`src/rtl/trig_commit_pkg.sv`:
```
package trig_commit_pkg;
  // bank geometry
  localparam int DAC_CNT  = 6;
  localparam int GRP_SZ   = DAC_CNT / 2;
  localparam int TRIG_CNT = 3;

  // register addresses that the decoder recognises
  localparam int ADR_CFG  = 'h11;
  localparam int ADR_LAST = 'h12;
  localparam int ADR_TRIG = 'h1C;

  localparam logic [DAC_CNT-1:0] LOW_GRP = DAC_CNT'((1 << GRP_SZ) - 1);

  // strobes from control to datapath
  typedef struct packed {
    logic [DAC_CNT-1:0] load;    // write pending copy of setpoint i
    logic [DAC_CNT-1:0] commit;  // copy pending (or forwarded) value to output i
  } dac_cmd_t;
endpackage

```
`src/rtl/trig_commit_decode.sv`:
```
module trig_commit_decode
  import trig_commit_pkg::*;
#(
  parameter int ADDR_W = 5,
  parameter int DATA_W = 8
) (
  input  logic              clk,
  input  logic              rstN,
  input  logic              wrEn,
  input  logic [ADDR_W-1:0] wrAddr,
  input  logic [DATA_W-1:0] wrData,
  input  logic              extTrig,
  output dac_cmd_t          cmd,
  output logic [1:0]        pwrMode
);
  logic                busSel, edgeRise, pinMask, lastEn;
  logic [2:0]          lastIdx;
  logic [TRIG_CNT-1:0] trigMask, swPend;
  logic [1:0]          pwrReg;
  logic [2:0]          pinSync;   // [0],[1] synchronizer, [2] previous level

  logic dacWr, pinRise, pinFall, pinFire, swFire, lastFire, groupMode;

  always_comb begin
    dacWr     = wrEn && (int'(wrAddr) < DAC_CNT);
    pinRise   = pinSync[1] & ~pinSync[2];
    pinFall   = ~pinSync[1] & pinSync[2];
    pinFire   = !busSel && !pinMask && (edgeRise ? pinRise : pinFall);
    swFire    = busSel && |(swPend & ~trigMask);
    lastFire  = lastEn && dacWr && (int'(lastIdx) < DAC_CNT) &&
                (int'(wrAddr) == int'(lastIdx));
    groupMode = busSel && (&trigMask);

    for (int i = 0; i < DAC_CNT; i++) begin
      cmd.load[i] = dacWr && (int'(wrAddr) == i);
    end

    cmd.commit = '0;
    if (swFire || pinFire || lastFire) begin
      cmd.commit = '1;
    end else if (groupMode && dacWr) begin
      if (int'(wrAddr) == GRP_SZ - 1)       cmd.commit = LOW_GRP;
      else if (int'(wrAddr) == DAC_CNT - 1) cmd.commit = ~LOW_GRP;
    end
  end

  always_ff @(posedge clk) begin
    if (!rstN) begin
      busSel   <= 1'b1;
      edgeRise <= 1'b1;
      pinMask  <= 1'b1;
      lastEn   <= 1'b0;
      lastIdx  <= '0;
      trigMask <= '0;
      swPend   <= '0;
      pwrReg   <= '0;
      pinSync  <= '0;
    end else begin
      pinSync <= {pinSync[1:0], extTrig};
      swPend  <= '0;
      if (wrEn && int'(wrAddr) == ADR_CFG) begin
        busSel   <= wrData[4];
        edgeRise <= wrData[1];
        pinMask  <= wrData[0];
      end
      if (wrEn && int'(wrAddr) == ADR_LAST) begin
        lastEn  <= wrData[3];
        lastIdx <= wrData[2:0];
      end
      if (wrEn && int'(wrAddr) == ADR_TRIG) begin
        pwrReg   <= wrData[7:6];
        trigMask <= wrData[5:3];
        swPend   <= wrData[2:0];
      end
    end
  end

  assign pwrMode = pwrReg;
endmodule

```
`src/rtl/trig_commit_regs.sv`:
```
module trig_commit_regs
  import trig_commit_pkg::*;
#(
  parameter int DATA_W = 8
) (
  input  logic                      clk,
  input  logic                      rstN,
  input  dac_cmd_t                  cmd,
  input  logic [DATA_W-1:0]         wrData,
  output logic [DAC_CNT*DATA_W-1:0] dacOut
);
  for (genvar g = 0; g < DAC_CNT; g++) begin : g_dac
    logic [DATA_W-1:0] pendVal, liveVal;

    always_ff @(posedge clk) begin
      if (!rstN) begin
        pendVal <= '0;
        liveVal <= '0;
      end else begin
        if (cmd.load[g]) pendVal <= wrData;
        // a write on the commit edge is forwarded so the newest value wins
        if (cmd.commit[g]) liveVal <= cmd.load[g] ? wrData : pendVal;
      end
    end

    assign dacOut[g*DATA_W +: DATA_W] = liveVal;
  end
endmodule

```
`src/rtl/trig_commit_ctrl.sv`:
```
module trig_commit_ctrl
  import trig_commit_pkg::*;
#(
  parameter int ADDR_W = 5,
  parameter int DATA_W = 8
) (
  input  logic                      clk,
  input  logic                      rstN,
  input  logic                      wrEn,
  input  logic [ADDR_W-1:0]         wrAddr,
  input  logic [DATA_W-1:0]         wrData,
  input  logic                      extTrig,
  output logic [DAC_CNT*DATA_W-1:0] dacOut,
  output logic [1:0]                pwrMode
);
  dac_cmd_t cmd;

  trig_commit_decode #(.ADDR_W(ADDR_W), .DATA_W(DATA_W)) u_dec (
    .clk(clk), .rstN(rstN), .wrEn(wrEn), .wrAddr(wrAddr), .wrData(wrData),
    .extTrig(extTrig), .cmd(cmd), .pwrMode(pwrMode)
  );

  trig_commit_regs #(.DATA_W(DATA_W)) u_regs (
    .clk(clk), .rstN(rstN), .cmd(cmd), .wrData(wrData), .dacOut(dacOut)
  );
endmodule

```
`config.mk`:
```
export PLATFORM = sky130hd
export DESIGN_NAME = trig_commit_ctrl
export DESIGN_NICKNAME = d
export VERILOG_FILES = /design/src/rtl/trig_commit_pkg.sv /design/src/rtl/trig_commit_decode.sv /design/src/rtl/trig_commit_regs.sv /design/src/rtl/trig_commit_ctrl.sv
export SDC_FILE = /design/constraint.sdc
export NUM_CORES = 1
export LEC_CHECK = 0
export BUFFER_PORTS_ARGS = -buffer_cell sky130_fd_sc_hd__buf_2
export CELL_PAD_IN_SITES_DETAIL_PLACEMENT = 1
export CELL_PAD_IN_SITES_GLOBAL_PLACEMENT = 1
export CORE_MARGIN = 5
export CORE_UTILIZATION = 30
export CTS_CLUSTER_DIAMETER = 50
export DETAILED_ROUTE_END_ITERATION = 10
export PLACE_DENSITY_LB_ADDON = 0.1
export REMOVE_ABC_BUFFERS = 1
export SYNTH_ARGS = -nofsm -noshare
export SYNTH_HDL_FRONTEND = slang
export SYNTH_HIERARCHICAL = 1
export SYNTH_SLANG_ARGS = --single-unit
```
`constraint.sdc`:
```
create_clock -name clk -period 2 [get_ports clk]
set_clock_uncertainty 0.2 [all_clocks]
set_input_delay 0.4 -clock clk [delete_from_list [all_inputs] [get_ports clk]]
set_output_delay 0.4 -clock clk [all_outputs]
set_load 0.005 [all_outputs]
```
Word level (Yosys, flattened, before mapping)
Index checks and enable logic that the tools add are counted.
Widths: inputs -> output; s select.
{"block": "word_totals", "regBits": 114, "output_inout_bits": 50, "wordCells": 75}
{"block": "classes", "n_lt_le_gt_ge": 2, "eq_ne": 9, "muxes": 11, "n_bitwise": 6, "n_reduce_logical": 26}
{"cell": "$mux 8", "n": 6}
{"cell": "$mux 6", "n": 4}
{"cell": "$logic_and 1x1->1", "n": 18}
{"cell": "$eq 5x3->1 const B", "n": 3}
{"cell": "$eq 5x4->1 const B", "n": 2}
{"cell": "$eq 5x5->1 const B", "n": 2}
{"cell": "$eq 5x2->1 const B", "n": 1}
{"cell": "$eq 5x4->1", "n": 1}
{"cell": "$logic_not 5->1", "n": 1}
{"cell": "$lt 5x3->1 const B", "n": 1}
{"cell": "$and 3x3->3", "n": 1}
{"cell": "$lt 3x3->1 const B", "n": 1}
{"cell": "$not 3->3", "n": 1}
{"cell": "$reduce_and 3->1", "n": 1}
{"cell": "$reduce_or 3->1", "n": 1}
{"cell": "$and 1x1->1", "n": 2}
{"cell": "$logic_not 1->1", "n": 2}
{"cell": "$logic_or 1x1->1", "n": 2}
{"cell": "$not 1->1", "n": 2}
{"cell": "$reduce_and 2->1", "n": 1}
{"cell": "$mux 1", "n": 1}

Longest topological paths before layout
{"block": "depth", "depth_word": 7, "ltp_mapped": 8, "depth_no_buf": 6}

Hierarchy
The synthesis kept the hierarchy.
{"mod": "trig_commit_regs", "instances": 1, "cells_each": 310, "area_per_inst_um2": 3338.2, "seq_area_each_um2": 1921.8}
{"mod": "trig_commit_decode", "instances": 1, "cells_each": 94, "area_per_inst_um2": 893.4, "seq_area_each_um2": 360.3}

Worst setup path after synthesis
OpenSTA, ideal clock, no wires.
{"block": "synth_path", "kind": "in2reg", "start": "in wrAddr[1]", "end": "reg u_regs.g_dac[4].liveVal[6]", "setup_ps": 121, "t_arrival_ps": 1745, "required_ps": 1679, "path_slack_ps": -66, "path_stages": 8, "path_buffers": 2, "cell_sequence": "nand2b_1 -> o32a_1 -> o311ai_0 -> or2_2 -> buf_4 -> buf_2 -> o21ai_0 -> a21oi_1"}
{"item": "start, declared", "line_no": "trig_commit_ctrl.sv:10", "source": "input logic [ADDR_W-1:0] wrAddr,"}
{"item": "end signal, assigned", "line_no": "trig_commit_regs.sv:22", "source": "if (cmd.commit[g]) liveVal <= cmd.load[g] ? wrData : pendVal;"}
{"item": "end, declared", "line_no": "trig_commit_regs.sv:13", "source": "logic [DATA_W-1:0] pendVal, liveVal;"}

==> key figures <==
Die
  • Die X: 128.8 um
  • Die ar.: 16580 um^2
  • Core Footprint: 13880 um^2
  • Number of cell rows: 43
  • IO Pins: 67
  • Initial Util: 30.48%
  • Die height: 128.8 um

Route
  • DR iter-0 viols: 164
  • Antenna Violating Nets Remaining: 0
  • Number of remaining DRC errors: 0
  • DR vias/cell: 4.623
  • Post-DR wirelength/cell: 16.99 um
  • Routed WL: 11670 um
  • Pre-antenna DRT Iters: 4
  • Routed via count: 3176

Critical path
  • Critical Path Sink: u_regs/g_dac[3].liveVal[6]
  • Critical path launch point type: flop
  • Worst path bufs/invs: 2
  • Worst Setup SP: u_dec/lastIdx[1]
  • Crit end category: flop
  • Crit path largest cell delay: 0.32 ns
  • CP cell instances: xor2_1, o32a_1, o311ai_2, or2_4, buf_6, clkbuf_16, a21oi_1
  • CP top delay family: compound AO/OA/AOI/OAI gates
  • Cell depth of the worst setup path: 7
  • CP Max Fanout: 6
  • WP data required: 2.09 ns
  • Crit Path Class: reg2reg
  • R2r setup slk: 0.01 ns
  • Worst reg2reg endpoint: u_regs/g_dac[3].liveVal[6]
  • R2R depth: 7
  • Worst r2r src: u_dec/lastIdx[1]
  • CP max-delay cell: dfxtp_2
  • Critical path arrival: 2.08 ns

Timing
  • RSZ-0062 raised after global routing: yes
  • Worst Max-Slew Pin Slew: 0.4259 ns
  • Final WS setup: 0.01005 ns
  • Final hold vios: 0
  • Min cycle time layout: 1.990 ns
  • Fmax: 0.5025 GHz
  • Post-route clock period utilization: 99.50%
  • Final setup violation count: 0
  • Slew Limit Fails: 0
  • Slew headroom: 71.60%

GRT
  • First-pass GRT wire length: 17650 um
  • GRT overflow: 0
  • Antenna violations before repair: 0
  • All-Layer GR Usage: 13.85%
  • Largest net degree at the start of global routing: 115
  • Vias in the first global route: 3350

Place
  • Placed wire-length estimate: 6671 um
  • Worst slack at placement: -0.2854 ns
  • Placed cell area: 4906 um^2
  • Placed cells: 644
  • PortBufs: 66
  • Placer congestion estimate: 0.7661

Synth
  • Synth Instances: 404
  • Asr flop ratio synth: 0%
  • Multiplexer share of the synthesized area: 14.19%
  • Simple-gate area share of the yosys netlist: 14.34%
  • Syn_area_per_cell: 10.47 um^2
  • Synth area leader: dfxtp_1
  • Sequential area share after synthesis: 53.93%
  • Top cell type's share of synthesized area: 53.93%
  • Main combinational cell family by area after synthesis: simple AND/OR/NAND/NOR gates
  • Most common cell in the netlist: dfxtp_1
  • Top cells by count, synth: 114 x dfxtp_1, 60 x mux2i_1, 60 x nor2b_1
  • XOR/XNOR share of the synthesized area: 0.4140%
  • Synth Area in Adders: 0%
  • Post-synth top flop: dfxtp_1
  • Mapped Area: 4232 um^2
  • Synth unique cells: 31
  • EDFF count, synth: 0
  • Synth Area in Compound Gates: 12.27%
  • Synth Warn #: 6
  • Synth Register Bits: 114
  • Synth area leaders: dfxtp_1 54%, mux2i_1 14%, nor2b_1 8.9%

Power and ir drop
  • LEAKAGE: 0.002250 uW
  • Power Dens Cells: 954.4 nW/um^2
  • Worst IR Drop VDD: 399.2 uV

Finish
  • Fin nets: 513
  • Post-route core utilization: 41.95%
  • Diode count: 0
  • Fin area: 5823 um^2
  • Fin cells: 687
  • Ratio of cells with drive above 1 in the final layout: 30.77%
  • Area grow syn2layout: 37.61%
  • Fillers: 1524

CTS
  • Clock transition at the registers of the reported paths: 0.05 ns
  • H-tree levels: 4
  • Clock Latency Late Sink: 0.41 ns
  • CTS max path bufs: 2
  • Root Driver: clkbuf_16
  • Clk sinks: 114
  • CTS tree: yes
  • CTS Buf Count: 17

Job
  • Maxcap violations: 0

Worst hold path
  • HP Class: in2reg

Status
  • Outcome: finished clean
final cells by class:
| class | count | area, um^2 | share of cell area (%) |
|---|---|---|---|
| sequential | 114 | 2283 | 39.21 |
| multi-input combinational | 259 | 1838 | 31.56 |
| timing repair buffer | 102 | 868.3 | 14.91 |
| clock buffer | 27 | 533.0 | 9.153 |
| tap | 180 | 225.2 | 3.868 |
| clock inverter | 3 | 67.56 | 1.160 |
| inverter | 2 | 7.507 | 0.1289 |
power by group:
| group | internal, uW | switching, uW | total, uW |
|---|---|---|---|
| clock network | 2050 | 979 | 3030 |
| registers | 2300 | 9.74 | 2310 |
| logic | 95.7 | 125 | 221 |
flip-flops by register name, summed over array words and instances, names as in the netlist:
register / count
u_dec/busSel: 1
u_dec/edgeRise: 1
u_dec/lastEn: 1
u_dec/lastIdx: 3
u_dec/pinMask: 1
u_dec/pinSync: 3
u_dec/pwrMode: 2
u_dec/swPend: 3
u_dec/trigMask: 3
u_regs/g_dac.liveVal: 48
u_regs/g_dac.pendVal: 48
what timing repair did:
item | CTS | global route
pin swaps | 0 | 1
setup endpoints to repair | 48 | 43
hold endpoints to repair | 1 | 0
gates cloned | 1 | 8
hold buffers | 1 | 0
setup buffers | 0 | 3
gates resized for setup | 5 | 46
worst min path at each step:
stage | from | end | slack (ns) | cells past startpoint
6_report | wrData[2] | u_dec/swPend[2] | 0.17 | 2
5_1_grt | wrData[2] | u_dec/swPend[2] | 0.17 | 2
4_1_cts | wrData[2] | u_dec/swPend[2] | 0.16 | 2
3_5_place_dp | u_dec/pinSync[0] | u_dec/pinSync[1] | 0.22 | 1
3_3_place_gp | u_dec/pinSync[0] | u_dec/pinSync[1] | 0.23 | 1
2_1_floorplan | u_dec/pinSync[0] | u_dec/pinSync[1] | 0.21 | 1
metal layers:
layer  GRT usage (%)  up-vias  wire length, um
met5               0        -                0
met4           6.300        0              165
met3           3.944       15              300
met2           21.37       53             5192
met1           17.97     1523             6013
li1                -     1585                -
cells in the final DEF (no fill, tap or decap), drive strengths merged, types with 2 or more instances in the layout:
| cell | n |
|---|---|
| clkbuf | 33 |
| and3 | 3 |
| nand2 | 7 |
| nor3 | 6 |
| or2 | 4 |
| bufinv | 2 |
| o21ai | 49 |
| mux2i | 60 |
| inv | 2 |
| nor2b | 60 |
| nor4 | 4 |
| a21oi | 48 |
| nand2b | 4 |
| buf | 95 |
| and2 | 3 |
| dfxtp | 114 |
stage by stage:
stage                     setup TNS, ns  power [uW]  hold WS, ns
after floorplan                  -34.63        2426       0.2118
after global placement           -12.02        2554       0.2297
after detailed placement         -14.44        2558       0.2214
after CTS                             0        5625       0.1575
after global routing             -1.372        5775       0.1729
final                                 0        5557       0.1734
worst register-to-register path: stages (launching register included):
cell       delay (ns)
dfxtp_2          0.32
xor2_1           0.16
o32a_1           0.30
o311ai_2         0.25
or2_4            0.26
buf_6            0.17
clkbuf_16        0.16
a21oi_1          0.06
logic make-up (layout without fill, tap and decap cells):
| family | count (synthesis) | count (layout) |
|---|---|---|
| flip-flops | 114 | 114 |
| AO/OA/AOI/OAI | 101 | 101 |
| AND/OR/NAND/NOR | 96 | 96 |
| multiplexers | 60 | 60 |
| buffers and inverters | 31 | 134 |
| XOR/XNOR | 2 | 2 |
Note: power is estimated with default switching activity, not from simulation.
